==> config.mk <==
export PLATFORM = sky130hd
export DESIGN_NAME = cpu16_core
export DESIGN_NICKNAME = d
export VERILOG_FILES = /design/src/rtl/cpu16_pkg.sv /design/src/rtl/cpu16_rst_sync.sv /design/src/rtl/cpu16_alu.sv /design/src/rtl/cpu16_regfile.sv /design/src/rtl/cpu16_core.sv
export SDC_FILE = /design/constraint.sdc
export NUM_CORES = 1
export LEC_CHECK = 0
export ABC_AREA = 1
export BUFFER_PORTS_ARGS = -buffer_cell sky130_fd_sc_hd__buf_2
export CAP_MARGIN = 20
export CORE_MARGIN = 2
export CORE_UTILIZATION = 41
export DETAILED_ROUTE_END_ITERATION = 8
export GPL_TIMING_DRIVEN = 0
export SYNTH_ARGS = -nofsm -noshare
export SYNTH_HDL_FRONTEND = slang
export SYNTH_HIERARCHICAL = 1
export SYNTH_SLANG_ARGS = --single-unit
==> constraint.sdc <==
create_clock -name clk -period 4.9 [get_ports clk]
set_input_delay 0.98 -clock clk [delete_from_list [all_inputs] [get_ports clk]]
set_output_delay 0.98 -clock clk [all_outputs]
set_load 0.005 [all_outputs]
==> src/rtl/cpu16_pkg.sv <==
package cpu16_pkg;

  typedef enum logic [4:0] {
    OP_LW   = 5'h01,
    OP_SW   = 5'h02,
    OP_LUI  = 5'h03,
    OP_ADDI = 5'h04,
    OP_ADD  = 5'h05,
    OP_SUB  = 5'h06,
    OP_AND  = 5'h07,
    OP_NOT  = 5'h08,
    OP_OR   = 5'h09,
    OP_XOR  = 5'h0A,
    OP_SLL  = 5'h0B,
    OP_SRL  = 5'h0C,
    OP_SRA  = 5'h0D,
    OP_JR   = 5'h0E,
    OP_BEQ  = 5'h0F,
    OP_BNE  = 5'h10,
    OP_HALT = 5'h1F
  } opcode_e;

  typedef enum logic [2:0] {
    ST_FETCH,
    ST_DECODE,
    ST_EXEC,
    ST_MEM,
    ST_HALT
  } state_e;

  typedef enum logic [3:0] {
    ALU_ADD,
    ALU_SUB,
    ALU_AND,
    ALU_OR,
    ALU_XOR,
    ALU_NOT,
    ALU_SLL,
    ALU_SRL,
    ALU_SRA,
    ALU_PASSB
  } alu_op_e;

endpackage

==> src/rtl/cpu16_rst_sync.sv <==
module cpu16_rst_sync #(
  parameter int STAGES = 2
) (
  input  logic clk,
  input  logic rst_n,
  output logic rst_no
);

  logic [STAGES-1:0] sync_q;

  always_ff @(posedge clk or negedge rst_n) begin
    if (!rst_n) sync_q <= '0;
    else        sync_q <= {sync_q[STAGES-2:0], 1'b1};
  end

  assign rst_no = sync_q[STAGES-1];

endmodule

==> src/rtl/cpu16_alu.sv <==
module cpu16_alu
  import cpu16_pkg::*;
#(
  parameter int DATA_W = 16
) (
  input  alu_op_e           op,
  input  logic [DATA_W-1:0] a,
  input  logic [DATA_W-1:0] b,
  output logic [DATA_W-1:0] y
);

  localparam int SH_W = $clog2(DATA_W);

  logic [SH_W-1:0] shamt;
  assign shamt = b[SH_W-1:0];

  always_comb begin
    unique case (op)
      ALU_ADD: y = a + b;
      ALU_SUB: y = a - b;
      ALU_AND: y = a & b;
      ALU_OR:  y = a | b;
      ALU_XOR: y = a ^ b;
      ALU_NOT: y = ~a;
      ALU_SLL: y = a << shamt;
      ALU_SRL: y = a >> shamt;
      ALU_SRA: y = $signed(a) >>> shamt;
      default: y = b;
    endcase
  end

endmodule

==> src/rtl/cpu16_regfile.sv <==
module cpu16_regfile #(
  parameter int DATA_W = 16,
  parameter int NREG   = 8,
  parameter int AW     = $clog2(NREG)
) (
  input  logic              clk,
  input  logic              rst_ni,
  input  logic              we,
  input  logic [AW-1:0]     waddr,
  input  logic [DATA_W-1:0] wdata,
  input  logic              pc_we,
  input  logic [DATA_W-1:0] pc_next,
  input  logic [AW-1:0]     ra_a,
  input  logic [AW-1:0]     ra_b,
  input  logic [AW-1:0]     ra_c,
  output logic [DATA_W-1:0] rd_a,
  output logic [DATA_W-1:0] rd_b,
  output logic [DATA_W-1:0] rd_c,
  output logic [DATA_W-1:0] pc
);

  logic [DATA_W-1:0] regs_q [NREG];
  logic [NREG-1:0]   wen;
  logic [DATA_W-1:0] wdat [NREG];

  // r0 doubles as the program counter: an explicit write beats the step
  for (genvar k = 0; k < NREG; k++) begin : g_wr
    if (k == 0) begin : g_pc
      assign wen[k]  = pc_we | (we && (waddr == AW'(k)));
      assign wdat[k] = (we && (waddr == AW'(k))) ? wdata : pc_next;
    end else begin : g_gp
      assign wen[k]  = we && (waddr == AW'(k));
      assign wdat[k] = wdata;
    end
  end

  always_ff @(posedge clk or negedge rst_ni) begin
    if (!rst_ni) begin
      for (int k = 0; k < NREG; k++) regs_q[k] <= '0;
    end else begin
      for (int k = 0; k < NREG; k++)
        if (wen[k]) regs_q[k] <= wdat[k];
    end
  end

  assign rd_a = regs_q[ra_a];
  assign rd_b = regs_q[ra_b];
  assign rd_c = regs_q[ra_c];
  assign pc   = regs_q[0];

  // a result aimed at r0 is the next PC, whatever the step says
  a_r8_r0_write_wins: assert property (@(posedge clk) disable iff (!rst_ni)
    (we && waddr == '0) |=> pc == $past(wdata));

endmodule

==> src/rtl/cpu16_core.sv <==
module cpu16_core
  import cpu16_pkg::*;
#(
  parameter int XLEN = 16,
  parameter int NREG = 8
) (
  input  logic        clk,
  input  logic        rst_n,
  output logic        mem_rd,
  output logic        mem_we,
  output logic [15:0] mem_addr,
  output logic [15:0] mem_wdata,
  input  logic [15:0] mem_rdata,
  output logic        halted
);

  localparam int RAW  = $clog2(NREG);
  localparam int IMMW = 5;
  localparam int UIW  = XLEN / 2;

  logic rst_i;
  cpu16_rst_sync #(.STAGES(2)) u_rst (.clk(clk), .rst_n(rst_n), .rst_no(rst_i));

  state_e            state_q, state_d;
  logic [XLEN-1:0]   ir_q;
  logic              ir_en;

  always_ff @(posedge clk or negedge rst_i) begin
    if (!rst_i) begin
      state_q <= ST_FETCH;
      ir_q    <= '0;
    end else begin
      state_q <= state_d;
      if (ir_en) ir_q <= mem_rdata;
    end
  end

  // instruction fields
  opcode_e          op;
  logic [RAW-1:0]   f_rd, f_rs1, f_rs2;
  logic [XLEN-1:0]  imm_s;
  logic [UIW-1:0]   imm8;
  assign op    = opcode_e'(ir_q[15:11]);
  assign f_rd  = ir_q[10:8];
  assign f_rs1 = ir_q[7:5];
  assign f_rs2 = ir_q[4:2];
  assign imm_s = {{(XLEN-IMMW){ir_q[IMMW-1]}}, ir_q[IMMW-1:0]};
  assign imm8  = ir_q[UIW-1:0];

  // datapath
  logic            rf_we, pc_we;
  logic [RAW-1:0]  rf_waddr;
  logic [XLEN-1:0] rf_wdata, pc_next;
  logic [XLEN-1:0] rd_a, rd_b, rd_c, pc;
  logic [XLEN-1:0] alu_b, alu_y, ea, pc_plus2, br_tgt;
  alu_op_e         alu_op;

  cpu16_regfile #(.DATA_W(XLEN), .NREG(NREG)) u_rf (
    .clk(clk), .rst_ni(rst_i),
    .we(rf_we), .waddr(rf_waddr), .wdata(rf_wdata),
    .pc_we(pc_we), .pc_next(pc_next),
    .ra_a(f_rs1), .ra_b(f_rs2), .ra_c(f_rd),
    .rd_a(rd_a), .rd_b(rd_b), .rd_c(rd_c), .pc(pc)
  );

  cpu16_alu #(.DATA_W(XLEN)) u_alu (.op(alu_op), .a(rd_a), .b(alu_b), .y(alu_y));

  assign ea        = rd_a + (imm_s << 1);
  assign pc_plus2  = pc + XLEN'(2);
  assign br_tgt    = pc + (rd_c << 1);
  assign mem_wdata = rd_c;
  assign halted    = (state_q == ST_HALT);

  always_comb begin
    state_d  = state_q;
    ir_en    = 1'b0;
    mem_rd   = 1'b0;
    mem_we   = 1'b0;
    mem_addr = '0;
    rf_we    = 1'b0;
    rf_waddr = f_rd;
    rf_wdata = alu_y;
    pc_we    = 1'b0;
    pc_next  = pc_plus2;
    alu_op   = ALU_ADD;
    alu_b    = rd_b;
    unique case (state_q)
      ST_FETCH: begin
        mem_rd   = 1'b1;
        mem_addr = pc;
        state_d  = ST_DECODE;
      end
      ST_DECODE: begin
        ir_en   = 1'b1;
        state_d = ST_EXEC;
      end
      ST_EXEC: begin
        state_d = ST_FETCH;
        pc_we   = 1'b1;
        case (op)
          OP_LW:   begin mem_rd = 1'b1; mem_addr = ea; state_d = ST_MEM; end
          OP_SW:   begin mem_we = 1'b1; mem_addr = ea; end
          OP_LUI:  begin alu_op = ALU_PASSB; alu_b = {imm8, {UIW{1'b0}}}; rf_we = 1'b1; end
          OP_ADDI: begin alu_b = imm_s; rf_we = 1'b1; end
          OP_ADD:  rf_we = 1'b1;
          OP_SUB:  begin alu_op = ALU_SUB; rf_we = 1'b1; end
          OP_AND:  begin alu_op = ALU_AND; rf_we = 1'b1; end
          OP_NOT:  begin alu_op = ALU_NOT; rf_we = 1'b1; end
          OP_OR:   begin alu_op = ALU_OR;  rf_we = 1'b1; end
          OP_XOR:  begin alu_op = ALU_XOR; rf_we = 1'b1; end
          OP_SLL:  begin alu_op = ALU_SLL; rf_we = 1'b1; end
          OP_SRL:  begin alu_op = ALU_SRL; rf_we = 1'b1; end
          OP_SRA:  begin alu_op = ALU_SRA; rf_we = 1'b1; end
          OP_JR:   pc_next = br_tgt;
          OP_BEQ:  if (rd_a == rd_b) pc_next = br_tgt;
          OP_BNE:  if (rd_a != rd_b) pc_next = br_tgt;
          default: begin pc_we = 1'b0; state_d = ST_HALT; end
        endcase
      end
      ST_MEM: begin
        rf_we    = 1'b1;
        rf_wdata = mem_rdata;
        state_d  = ST_FETCH;
      end
      default: state_d = ST_HALT;
    endcase
  end

  // once stopped, nothing moves
  a_r11_halt_frozen: assert property (@(posedge clk) disable iff (!rst_i)
    halted |=> halted && $stable(pc));

  a_r11_halt_quiet: assert property (@(posedge clk) disable iff (!rst_i)
    halted |-> !mem_rd && !mem_we);

  // one port, one direction per cycle
  a_r2_single_access: assert property (@(posedge clk) disable iff (!rst_i)
    !(mem_rd && mem_we));

  // a store is followed by the fetch of the next sequential word
  a_r2_store_then_fetch: assert property (@(posedge clk) disable iff (!rst_i)
    mem_we |=> mem_rd && (mem_addr == $past(pc) + 16'd2));

endmodule

==> results of run 1 <==
==> worst max-delay path: cells and delay by family (launching register included) <==
kind / cells / cell delay [ps]
and+or+nand+nor: 11 / 1190
DFF: 1 / 450
buffers and inverters: 3 / 700
adders and majority gates: 2 / 680
AOI/OAI and AO/OA: 2 / 360
==> layer usage <==
metal / GRT usage (%) / vias to the layer above / part of all wire (%)
li1: - / 9673 / -
met2: 58.0 / 962 / 43
met3: 5.49 / 181 / 7.8
met5: 0 / - / 0.0099
met1: 51.5 / 9544 / 43
met4: 19.7 / 2 / 5.7
==> registers in the layout, indices dropped and copies added, names as in the netlist <==
signal        flops
u_rf/pc          16
u_rf/regs_q     112
u_rst/sync_q      2
state_q           3
ir_q             16
==> path summary, 6_finish.rpt <==
kind	start	endpoint	slack, ps	cells after the start
setup / recovery	ir_q[5]	mem_addr[11]	60	18
hold / removal	rst_n	u_rst/sync_q[1]	290	1
setup reg to reg	ir_q[6]	u_rf/regs_q[65]	90	20
hold reg to reg	u_rst/sync_q[1]	u_rf/regs_q[4]	300	0
max in group asynchronous	u_rst/sync_q[1]	ir_q[4]	3550	2
min in group clk	u_rst/sync_q[0]	u_rst/sync_q[1]	360	0
==> through the flow <==
step                total power [W]  setup TNS, ps
floorplan                   0.00220              0
global placement            0.00283        -410550
detailed placement          0.00287        -189240
CTS                         0.00440          -1.52
global route                0.00473           -294
finish                      0.00456              0
==> cells by family after synthesis <==
family          after synthesis  synth area share (%)
fa+ha+maj                    81                  6.15
simple gates               1873                  46.6
buf+inv                     513                  12.7
other cells                   1                0.0222
compound gates              333                  10.5
flops                       149                  22.1
mux                           1                0.0594
xor+xnor                     36                  1.87
==> layout by cell type (no fill, tap or decap), types with 6 or more instances in the layout <==
cell and instances:
nand2_1 1227, nand3_1 381, inv_1 322, o21ai_0 152, dfrtp_1 144, nor2_1 125
buf_2 104, buf_4 75, ha_1 73, a21oi_1 57, o21ai_1 49, nand2_2 35
clkbuf_1 33, xor2_1 28, inv_2 25, o21ai_2 19, clkbuf_16 19, buf_6 17
nand3_2 15, nand4_1 15, nor3_1 14, nor2_2 12, nand2_4 12, o22ai_1 11
clkbuf_2 11, nor2_4 10, a21oi_2 10, nand3b_1 9, xnor2_1 8, clkinvlp_4 7
inv_4 7, o211ai_1 6
==> layout make-up <==
class | count | area share, %
clock buffer | 18 | 2.24
multi-input combinational | 2325 | 58.6
clock inverter | 14 | 0.926
sequential | 149 | 19.1
tap | 532 | 3.40
buffer | 149 | 4.74
timing repair buffer | 104 | 3.79
inverter | 363 | 7.25
==> power groups by stage <==
stage               sequential [W]  clock, W  combinational [W]
finish                     0.00127   0.00144            0.00185
global route               0.00127   0.00151            0.00196
CTS                        0.00127   0.00146            0.00167
detailed placement         0.00129         0            0.00158
global placement           0.00131         0            0.00153
floorplan                  0.00129         0           0.000906
==> what timing repair did <==
action | CTS | global route
gates cloned | 0 | 3
endpoints found under the setup margin | 131 | 122
setup buffers | 8 | 31
pin swaps | 9 | 35
hold endpoints to repair | 0 | 0
gates resized for setup | 129 | 158
==> flow_summary.json, run 1 <==
{
  "outcome": "finished, final reports clean",
  "cts_tree": "yes",
  "yosys-top-cells-area": "nand2_1 28%, dfrtp_1 22%, nand3_1 12%",
  "ctsHoldBuffers": 0,
  "cap_violations": 0,
  "ys_warn_count": 6,
  "synth_ff_type": "dfrtp_1",
  "fmax_mhz": 207,
  "clk_pin_slew_ps": 70,
  "ant_nets": 0,
  "grt_pass1_wl_um": 118000,
  "grtUsageTotal_pct": 37.7,
  "vias": 20400,
  "design_area_um2": 19600,
  "synth.most_common_cell": "nand2_1",
  "p_per_area_nw_per_um2": 232,
  "syn_area_um2": 16900,
  "switchingPower_w": 0.00200,
  "synth_common_cells": "1,257 x nand2_1, 390 x nand3_1, 343 x inv_1",
  "synth.top_cell.area_share_pct": 28.0,
  "p_sw_share_pct": 43.8,
  "slew_viol_final": 0,
  "core_um2": 40700,
  "postSynthNetCount": 3086,
  "ctsHtreeMaxLevel": 4,
  "drc": 0,
  "antenna_found_initial": 2,
  "cpMostUsedCell": "nand2_1",
  "num_io_pins": 53,
  "p_comb_share_pct": 40.6,
  "fin_ws_ps": 60.0,
  "regArea_um2": 3740,
  "dieWidth_um": 207,
  "cts_buffer_depth": 2,
  "dr.first_iter.drc_count": 2603,
  "cts_num_sinks": 149,
  "start_util_pct": 41.4,
  "cp.required_ps": 3920,
  "report.final.hold_viol_count": 0,
  "pwr-share-seq_pct": 27.8,
  "yosys.area.top_type": "nand2_1",
  "clock_latency_ps": 480,
  "numCtsBuffers": 17,
  "drive_gt1_share_pct": 14.1,
  "post_drt_wl_per_cell_um": 22.2,
  "vdd_drop_max_v": 0.000339,
  "io_buffers": 52,
  "worstHoldPathType": "in -> async",
  "fin_crit_sh_pct": 98.8,
  "grt_max_degree": 71,
  "syn2layout_area_growth_pct": 16.3,
  "critPathCaptureType": "primary output",
  "slowest_delay_ps": 450,
  "max_slew_margin_pct": 49.5,
  "worst_pin_slew_ps": 758,
  "startpoint_type": "flop",
  "pre_cts_ws_ps": -2090,
  "skew_ps": 25.5,
  "place.gp.congestion": 1.05,
  "die_area_um2": 42700,
  "rsz0062_at_grt": "true",
  "worstPathMaxFanout": 10,
  "cellLeakagePower_nw": 11.1,
  "multi_input_area_um2": 11500,
  "grt-ovfl-total": 0,
  "p_int_w": 0.00256,
  "totalWireLength_um": 81100,
  "fin_nets": 3208,
  "vias_per_cell": 5.57,
  "synth.yosys.seq_area_share_pct": 22.1,
  "postSynthCellCount": 2987,
  "async_reset_ff_share_pct": 100,
  "core.rowCount": 74,
  "avgSynthCellArea_um2": 5.64,
  "ys_types": 49,
  "ys_seq_elements": 149,
  "antenna_cells": 0,
  "cp_cell_sequence": "buf_4 -> buf_2 -> nand2_1 -> nand3_1 -> nand2_1 -> nand2_1 -> nand2_4 -> ha_1 -> fa_1 -> nand3_1 -> nand2_1 -> nand2_1 -> nand2_1 -> a21o_1 -> nand2_1 -> nand2_1 -> o22ai_4 -> buf_2",
  "synth_edf_count": 0,
  "cp.arrival_ps": 3860,
  "period_needed_ps": 4840,
  "detail_route.first_pass.iterations": 8,
  "fp.dieH_um": 207,
  "clkPwrFrac_pct": 31.6,
  "place_inst": 3581,
  "setup_viol": 0,
  "dpl.hpwl_um": 64700,
  "nFillCells": 4372,
  "cts_root_buf": "clkbuf_16",
  "worst-setup-path-type": "reg -> out",
  "grt_pass1_vias": 18500,
  "fin_util_pct": 48.1,
  "fin_hold_ws_ps": 286,
  "critPathSlowestCell": "dfrtp_1",
  "fin_cells": 3654,
  "post_dp_cell_area_um2": 17900
}
(Power assumes the default switching activity.)
==> run 2, diff against run 1 <==
==> constraint.sdc (replaced) <==
create_clock -name clk -period 4.7 [get_ports clk]
set_input_delay 0.94 -clock clk [delete_from_list [all_inputs] [get_ports clk]]
set_output_delay 0.94 -clock clk [all_outputs]
set_load 0.005 [all_outputs]
==> run 2 against run 1 <==
  * Non-clock buffer count rose by 20
  * Critical path depth is 7 higher
  * Hold slack worse by 42 ps
  * Sequential share of layout area is 0.39 points lower
  * First-iteration DRC count decreased by 6.8%
  * Global-route usage rose by 0.16 points
  * Die area unchanged
  * Flip-flop and latch count unchanged
  * Register-to-register slack worse by 30 ps
  * Via count rose by 0.70%
  * Clock power is 4% higher
  * Largest cell class unchanged
==> flow_summary.json, run 2 (synthesis gave the netlist of run 1 again) <==
{
  "report.final.hold_viol_count": 0,
  "dr.first_iter.drc_count": 2427,
  "ant_nets": 0,
  "grt-ovfl-total": 0,
  "switchingPower_w": 0.00211,
  "vdd_drop_max_v": 0.000353,
  "worst_pin_slew_ps": 853,
  "numCtsBuffers": 17,
  "skew_ps": 24.3,
  "die_area_um2": 42700,
  "vias_per_cell": 5.58,
  "num_io_pins": 53,
  "outcome": "finished, final reports clean",
  "p_int_w": 0.00270,
  "dpl.hpwl_um": 64700,
  "post_dp_cell_area_um2": 17900,
  "ctsHoldBuffers": 0,
  "cap_violations": 0,
  "dieWidth_um": 207,
  "totalWireLength_um": 81200,
  "core.rowCount": 74,
  "drive_gt1_share_pct": 16.2,
  "antenna_cells": 0,
  "slew_viol_final": 0,
  "regArea_um2": 3740,
  "period_needed_ps": 4640,
  "grt_max_degree": 71,
  "largest_register_ffs": 112,
  "design_area_um2": 20000,
  "fin_crit_sh_pct": 98.7,
  "startpoint_type": "flop",
  "post_drt_wl_per_cell_um": 22.1,
  "grt_pass1_vias": 18600,
  "antenna_found_initial": 1,
  "grtUsageTotal_pct": 37.9,
  "io_buffers": 52,
  "cp.arrival_ps": 4970,
  "cts_buffer_depth": 2,
  "max_slew_margin_pct": 43.1,
  "cp.required_ps": 5030,
  "drc": 0,
  "regMostFlops": "u_rf/regs_q",
  "rsz0062_at_grt": "true",
  "p_per_area_nw_per_um2": 240,
  "worstHoldPathType": "in -> async",
  "fin_nets": 3228,
  "core_um2": 40700,
  "setup_viol": 0,
  "worst-setup-path-type": "reg -> reg",
  "p_sw_share_pct": 43.8,
  "p_comb_share_pct": 41.4,
  "critPathCaptureType": "flop",
  "cts_num_sinks": 149,
  "cellLeakagePower_nw": 11.2,
  "cts_tree": "yes",
  "worstPathMaxFanout": 10,
  "layout_commonest_cell": "nand2_1",
  "syn2layout_area_growth_pct": 18.8,
  "vias": 20500,
  "clk_pin_slew_ps": 80,
  "fp.dieH_um": 207,
  "clock_latency_ps": 480,
  "cts_root_buf": "clkbuf_16",
  "fmax_mhz": 215,
  "place.gp.congestion": 1.05,
  "nFillCells": 4322,
  "fin_hold_ws_ps": 244,
  "ctsHtreeMaxLevel": 4,
  "finalSetupTns_ps": 0,
  "clkPwrFrac_pct": 31.2,
  "multi_input_area_um2": 11700,
  "start_util_pct": 41.4,
  "detail_route.first_pass.iterations": 6,
  "grt_pass1_wl_um": 118000,
  "fin_util_pct": 49.1,
  "pwr-share-seq_pct": 27.4,
  "final_cell_mix": "1,215 x nand2_1, 375 x nand3_1, 314 x inv_1"
}
## run 2: cell types whose count changed in the layout (fill, tap and decap cells not counted), moves of 7 or more
| cell | delta |
|---|---|
| o21ai_2 | +8 |
| nand2_1 | -12 |
| nand2_2 | +7 |
| inv_1 | -8 |
| o21ai_0 | -14 |
| buf_4 | +18 |
## run 2: power groups by stage
| stage | Clock, W | Combinational (W) | Sequential (W) |
|---|---|---|---|
| after floorplan | 0 | 0.000944 | 0.00135 |
| after global placement | 0 | 0.00159 | 0.00136 |
| after detailed placement | 0 | 0.00165 | 0.00134 |
| after CTS | 0.00152 | 0.00179 | 0.00132 |
| after global routing | 0.00158 | 0.00211 | 0.00132 |
| final | 0.00150 | 0.00199 | 0.00132 |
## run 2: metal layers
layer | global-route usage (%) | part of all wire [%]
met1 | 51.6 | 43
met2 | 58.3 | 43
met3 | 5.84 | 8.5
met4 | 19.1 | 5.8
met5 | 0 | 0
## run 2: path summary, 6_finish.rpt
check	from	to	slack, ps	cells past startpoint
min in group clk	u_rst/sync_q[0]	u_rst/sync_q[1]	360	0
setup / recovery	ir_q[2]	u_rf/regs_q[65]	60	25
hold / removal	rst_n	u_rst/sync_q[1]	240	1
hold reg to reg	u_rst/sync_q[1]	u_rf/regs_q[8]	290	0
max in group asynchronous	u_rst/sync_q[1]	ir_q[4]	3360	2
setup reg to reg	ir_q[2]	u_rf/regs_q[65]	60	25
## run 2: repair_timing
| action | in CTS | in global routing |
|---|---|---|
| setup buffers | 18 | 44 |
| resized for setup | 177 | 197 |
| cloned | 0 | 1 |
| endpoints found under the setup margin | 141 | 121 |
| pin swaps | 13 | 49 |
## run 2: worst max-delay path, cell delays in order, from the launching register on
cell and delay [ps]:
dfrtp_2 510, buf_12 200, buf_8 140, nand2_1 80
nand3_2 90, nand2_1 90, nand2_1 70, nand2_2 100
inv_2 60, o22ai_4 220, inv_4 80, buf_12 150
ha_4 220, inv_1 50, o21ai_1 100, fa_1 500
o21ai_0 80, nor3_1 370, nand2_1 100, nor2_1 170
a21oi_1 100, nand2_1 80, o21ai_0 130, buf_4 230
inv_1 360, o21ai_0 180
## run 2: cell type report
class / count / share of cell area, %
clock inverter: 14 / 0.906
tap: 532 / 3.32
multi-input combinational: 2325 / 58.5
timing repair buffer: 125 / 4.38
clock buffer: 18 / 2.19
inverter: 363 / 7.14
sequential: 149 / 18.7
buffer: 148 / 4.87
## run 2: stage by stage
step / setup slack, ps / power [W] / std cells
4_1_cts: 2.06 / 0.00462 / 3630
3_5_place_dp: -2290 / 0.00299 / 3581
6_report: 59.6 / 0.00481 / 3674
2_1_floorplan: 241 / 0.00229 / 2987
5_1_grt: -95.9 / 0.00500 / 3674
3_3_place_gp: -2340 / 0.00296 / 3571
==> run 3, diff against run 2 <==
--- a/config.mk
+++ b/config.mk
@@ -8,10 +8,12 @@
 export ABC_AREA = 1
 export BUFFER_PORTS_ARGS = -buffer_cell sky130_fd_sc_hd__buf_2
 export CAP_MARGIN = 20
-export CORE_MARGIN = 2
-export CORE_UTILIZATION = 41
+export CORE_ASPECT_RATIO = 1.75
+export CORE_MARGIN = 1.5
+export CORE_UTILIZATION = 62
 export DETAILED_ROUTE_END_ITERATION = 8
 export GPL_TIMING_DRIVEN = 0
+export PLACE_DENSITY = 0.8
 export SYNTH_ARGS = -nofsm -noshare
 export SYNTH_HDL_FRONTEND = slang
 export SYNTH_HIERARCHICAL = 1
==> run 3 against run 2 <==
  * The flow now stops in global routing
  * Synthesized cell count unchanged
  * Synthesized area unchanged
==> flow_summary.json, run 3 <==
{
  "outcome": "stopped before the end",
  "fp.dieH_um": 221,
  "synth.most_common_cell": "nand2_1",
  "cts_root_buf": "clkbuf_16",
  "synth_common_cells": "1,257 x nand2_1, 390 x nand3_1, 343 x inv_1",
  "syn_area_um2": 16900,
  "io_buffers": 52,
  "core.rowCount": 79,
  "postSynthCellCount": 2987,
  "dpl.hpwl_um": 61800,
  "synth_ff_type": "dfrtp_1",
  "numCtsBuffers": 17,
  "ys_types": 49,
  "dieWidth_um": 128,
  "synth.yosys.seq_area_share_pct": 22.1,
  "synth.top_cell.area_share_pct": 28.0,
  "yosys.area.top_type": "nand2_1",
  "grt_pass1_wl_um": 135000,
  "ys_warn_count": 6,
  "postSynthNetCount": 3086,
  "cts_buffer_depth": 2,
  "grt_pass1_vias": 21900,
  "grt-ovfl-total": 18,
  "cts_num_sinks": 149,
  "place.gp.congestion": 1.22,
  "avgSynthCellArea_um2": 5.64,
  "ctsHtreeMaxLevel": 4,
  "grtUsageTotal_pct": 63.5,
  "yosys-top-cells-area": "nand2_1 28%, dfrtp_1 22%, nand3_1 12%",
  "grt_max_degree": 79,
  "start_util_pct": 63.2,
  "ys_seq_elements": 149,
  "num_io_pins": 53,
  "async_reset_ff_share_pct": 100,
  "synth_edf_count": 0,
  "place_inst": 3364,
  "error": "[ERROR GRT-0116] Global routing finished with congestion. Check the congestion regions in the DRC Viewer.",
  "lastStage": "global routing",
  "pre_cts_ws_ps": -1820
}
## run 3: cell counts after synthesis
No cell type changed its count.
## run 3: timing repair
| item | in CTS |
|---|---|
| pin swaps | 6 |
| endpoints found under the setup margin | 128 |
| hold buffers | 0 |
| resized for setup | 126 |
| buffers inserted | 8 |
## run 3: routing by layer
layer	track usage (%)	GRT overflow
met4	70.0	7
met3	35.2	0
met1	62.0	0
met2	88.0	11
met5	5.17	0
## run 3: kinds of logic after synthesis
kind of cell	Yosys count	synth area share (%)
buf+inv	513	12.7
xor+xnor	36	1.87
simple gates	1873	46.6
flops	149	22.1
compound gates	333	10.5
other cells	1	0.0222
mux	1	0.0594
fa+ha+maj	81	6.15
## run 3: stage by stage
stage,utilization (%),cell area [µm²]
2_1_floorplan,-,16900
3_3_place_gp,65.7,17500
3_5_place_dp,65.8,17600
4_1_cts,69.5,18600
==> run 4, diff against run 3 <==
--- a/config.mk
+++ b/config.mk
@@ -8,12 +8,11 @@
 export ABC_AREA = 1
 export BUFFER_PORTS_ARGS = -buffer_cell sky130_fd_sc_hd__buf_2
 export CAP_MARGIN = 20
-export CORE_ASPECT_RATIO = 1.75
 export CORE_MARGIN = 1.5
-export CORE_UTILIZATION = 62
+export CORE_UTILIZATION = 40
 export DETAILED_ROUTE_END_ITERATION = 8
 export GPL_TIMING_DRIVEN = 0
-export PLACE_DENSITY = 0.8
+export PLACE_DENSITY_LB_ADDON = 0.15
 export SYNTH_ARGS = -nofsm -noshare
 export SYNTH_HDL_FRONTEND = slang
 export SYNTH_HIERARCHICAL = 1
==> run 4 against run 3 <==
  * The flow now finishes without violations
==> flow_summary.json, run 4 (synthesis gave the netlist of run 1 again) <==
{
  "p_per_area_nw_per_um2": 244,
  "rsz0062_at_grt": "true",
  "cellLeakagePower_nw": 11.3,
  "numCtsBuffers": 17,
  "vias_per_cell": 5.62,
  "cts_buffer_depth": 2,
  "pre_cts_ws_ps": -2520,
  "clock_latency_ps": 470,
  "critPathCaptureType": "flop",
  "max_slew_margin_pct": 25.8,
  "fmax_mhz": 215,
  "power.total_w": 0.00495,
  "vias": 20700,
  "worst-setup-path-type": "reg -> reg",
  "worstHoldPathType": "in -> async",
  "grt-ovfl-total": 0,
  "setup_viol": 0,
  "nFillCells": 4496,
  "outcome": "finished, final reports clean",
  "report.final.hold_viol_count": 0,
  "totalWireLength_um": 84400,
  "place.gp.congestion": 1.06,
  "drive_gt1_share_pct": 16.8,
  "detail_route.first_pass.iterations": 6,
  "regArea_um2": 3740,
  "num_io_pins": 53,
  "design_area_um2": 20300,
  "core_um2": 41800,
  "cp.required_ps": 5090,
  "layout_commonest_cell": "nand2_1",
  "drc": 0,
  "critPathSlowestCell": "dfrtp_2",
  "vdd_drop_max_v": 0.000371,
  "ctsHtreeMaxLevel": 4,
  "slowest_delay_ps": 550,
  "cts_tree": "yes",
  "cts_num_sinks": 149,
  "ctsHoldBuffers": 0,
  "grt_pass1_vias": 18700,
  "syn2layout_area_growth_pct": 20.5,
  "cp.arrival_ps": 5040,
  "dpl.hpwl_um": 66000,
  "skew_ps": 16.1,
  "cts_root_buf": "clkbuf_16",
  "worstPathMaxFanout": 10,
  "multi_input_area_um2": 11800,
  "die_area_um2": 43400,
  "fin_nets": 3235,
  "grtUsageTotal_pct": 37.9,
  "worst_pin_slew_ps": 1110,
  "dieWidth_um": 208,
  "regMostFlops": "u_rf/regs_q",
  "clk_pin_slew_ps": 70,
  "post_drt_wl_per_cell_um": 22.9,
  "fin_crit_sh_pct": 98.9,
  "ant_nets": 0,
  "period_needed_ps": 4650,
  "fp.dieH_um": 208,
  "reg2reg_slack_ps": 50,
  "slew_viol_final": 0,
  "startpoint_type": "flop",
  "final_cell_mix": "1,215 x nand2_1, 371 x nand3_1, 315 x inv_1",
  "largest_register_ffs": 112,
  "fin_ws_ps": 50.2,
  "cap_violations": 0,
  "grt_max_degree": 64,
  "start_util_pct": 40.4,
  "cp.buffers_inverters": 7,
  "grt_pass1_wl_um": 121000,
  "core.rowCount": 75,
  "finalSetupTns_ps": 0,
  "post_dp_cell_area_um2": 17900,
  "crit_family": "simple AND/OR/NAND/NOR gates",
  "antenna_found_initial": 2,
  "dr.first_iter.drc_count": 2411,
  "io_buffers": 52
}
run 4: cell type report:
cell class	instances	share of cell area, %
antenna	1	0.0123
sequential	149	18.4
inverter	363	7.03
clock buffer	19	2.18
timing repair inverter	1	0.0308
tap	539	3.32
timing repair buffer	130	4.88
buffer	149	5.04
multi-input combinational	2325	58.3
clock inverter	12	0.819
run 4: worst paths after layout:
check | start | endpoint | depth (start not counted)
setup / recovery | ir_q[2] | u_rf/regs_q[44] | 28
hold / removal | rst_n | u_rst/sync_q[1] | 1
setup reg to reg | ir_q[2] | u_rf/regs_q[44] | 28
hold reg to reg | u_rst/sync_q[1] | u_rf/regs_q[52] | 0
max in group asynchronous | u_rst/sync_q[1] | ir_q[4] | 1
min in group clk | u_rst/sync_q[0] | u_rst/sync_q[1] | 0
run 4: what timing repair did:
item | CTS | global route
setup endpoints to repair | 140 | 126
cloned | 1 | 2
setup buffers | 21 | 51
gates resized for setup | 201 | 221
pin swaps | 10 | 45
hold endpoints to repair | 0 | 0
run 4: metrics by stage:
step | std cells | utilization [%] | hold WS, ps
final | 3688 | 48.7 | 245
after global placement | 3578 | 42.6 | 338
after global routing | 3687 | 48.6 | 244
after detailed placement | 3583 | 42.8 | 276
after CTS | 3635 | 46.1 | 227
after floorplan | 2987 | - | 331
run 4: power breakdown:
group	total, W	internal, W	switching, W
registers	0.00132	0.00130	0.0000249
logic	0.00213	0.000642	0.00149
clock network	0.00150	0.000857	0.000640
total	0.00495	0.00280	0.00215
run 4: routing by layer:
layer / part of all wire, % / GRT usage (%) / vias to the layer above
met2: 42 / 57.0 / 1117
met4: 6.9 / 23.4 / 2
met1: 42 / 50.5 / 9646
li1: - / - / 9718
met3: 8.4 / 6.61 / 235
met5: 0.013 / 0 / -
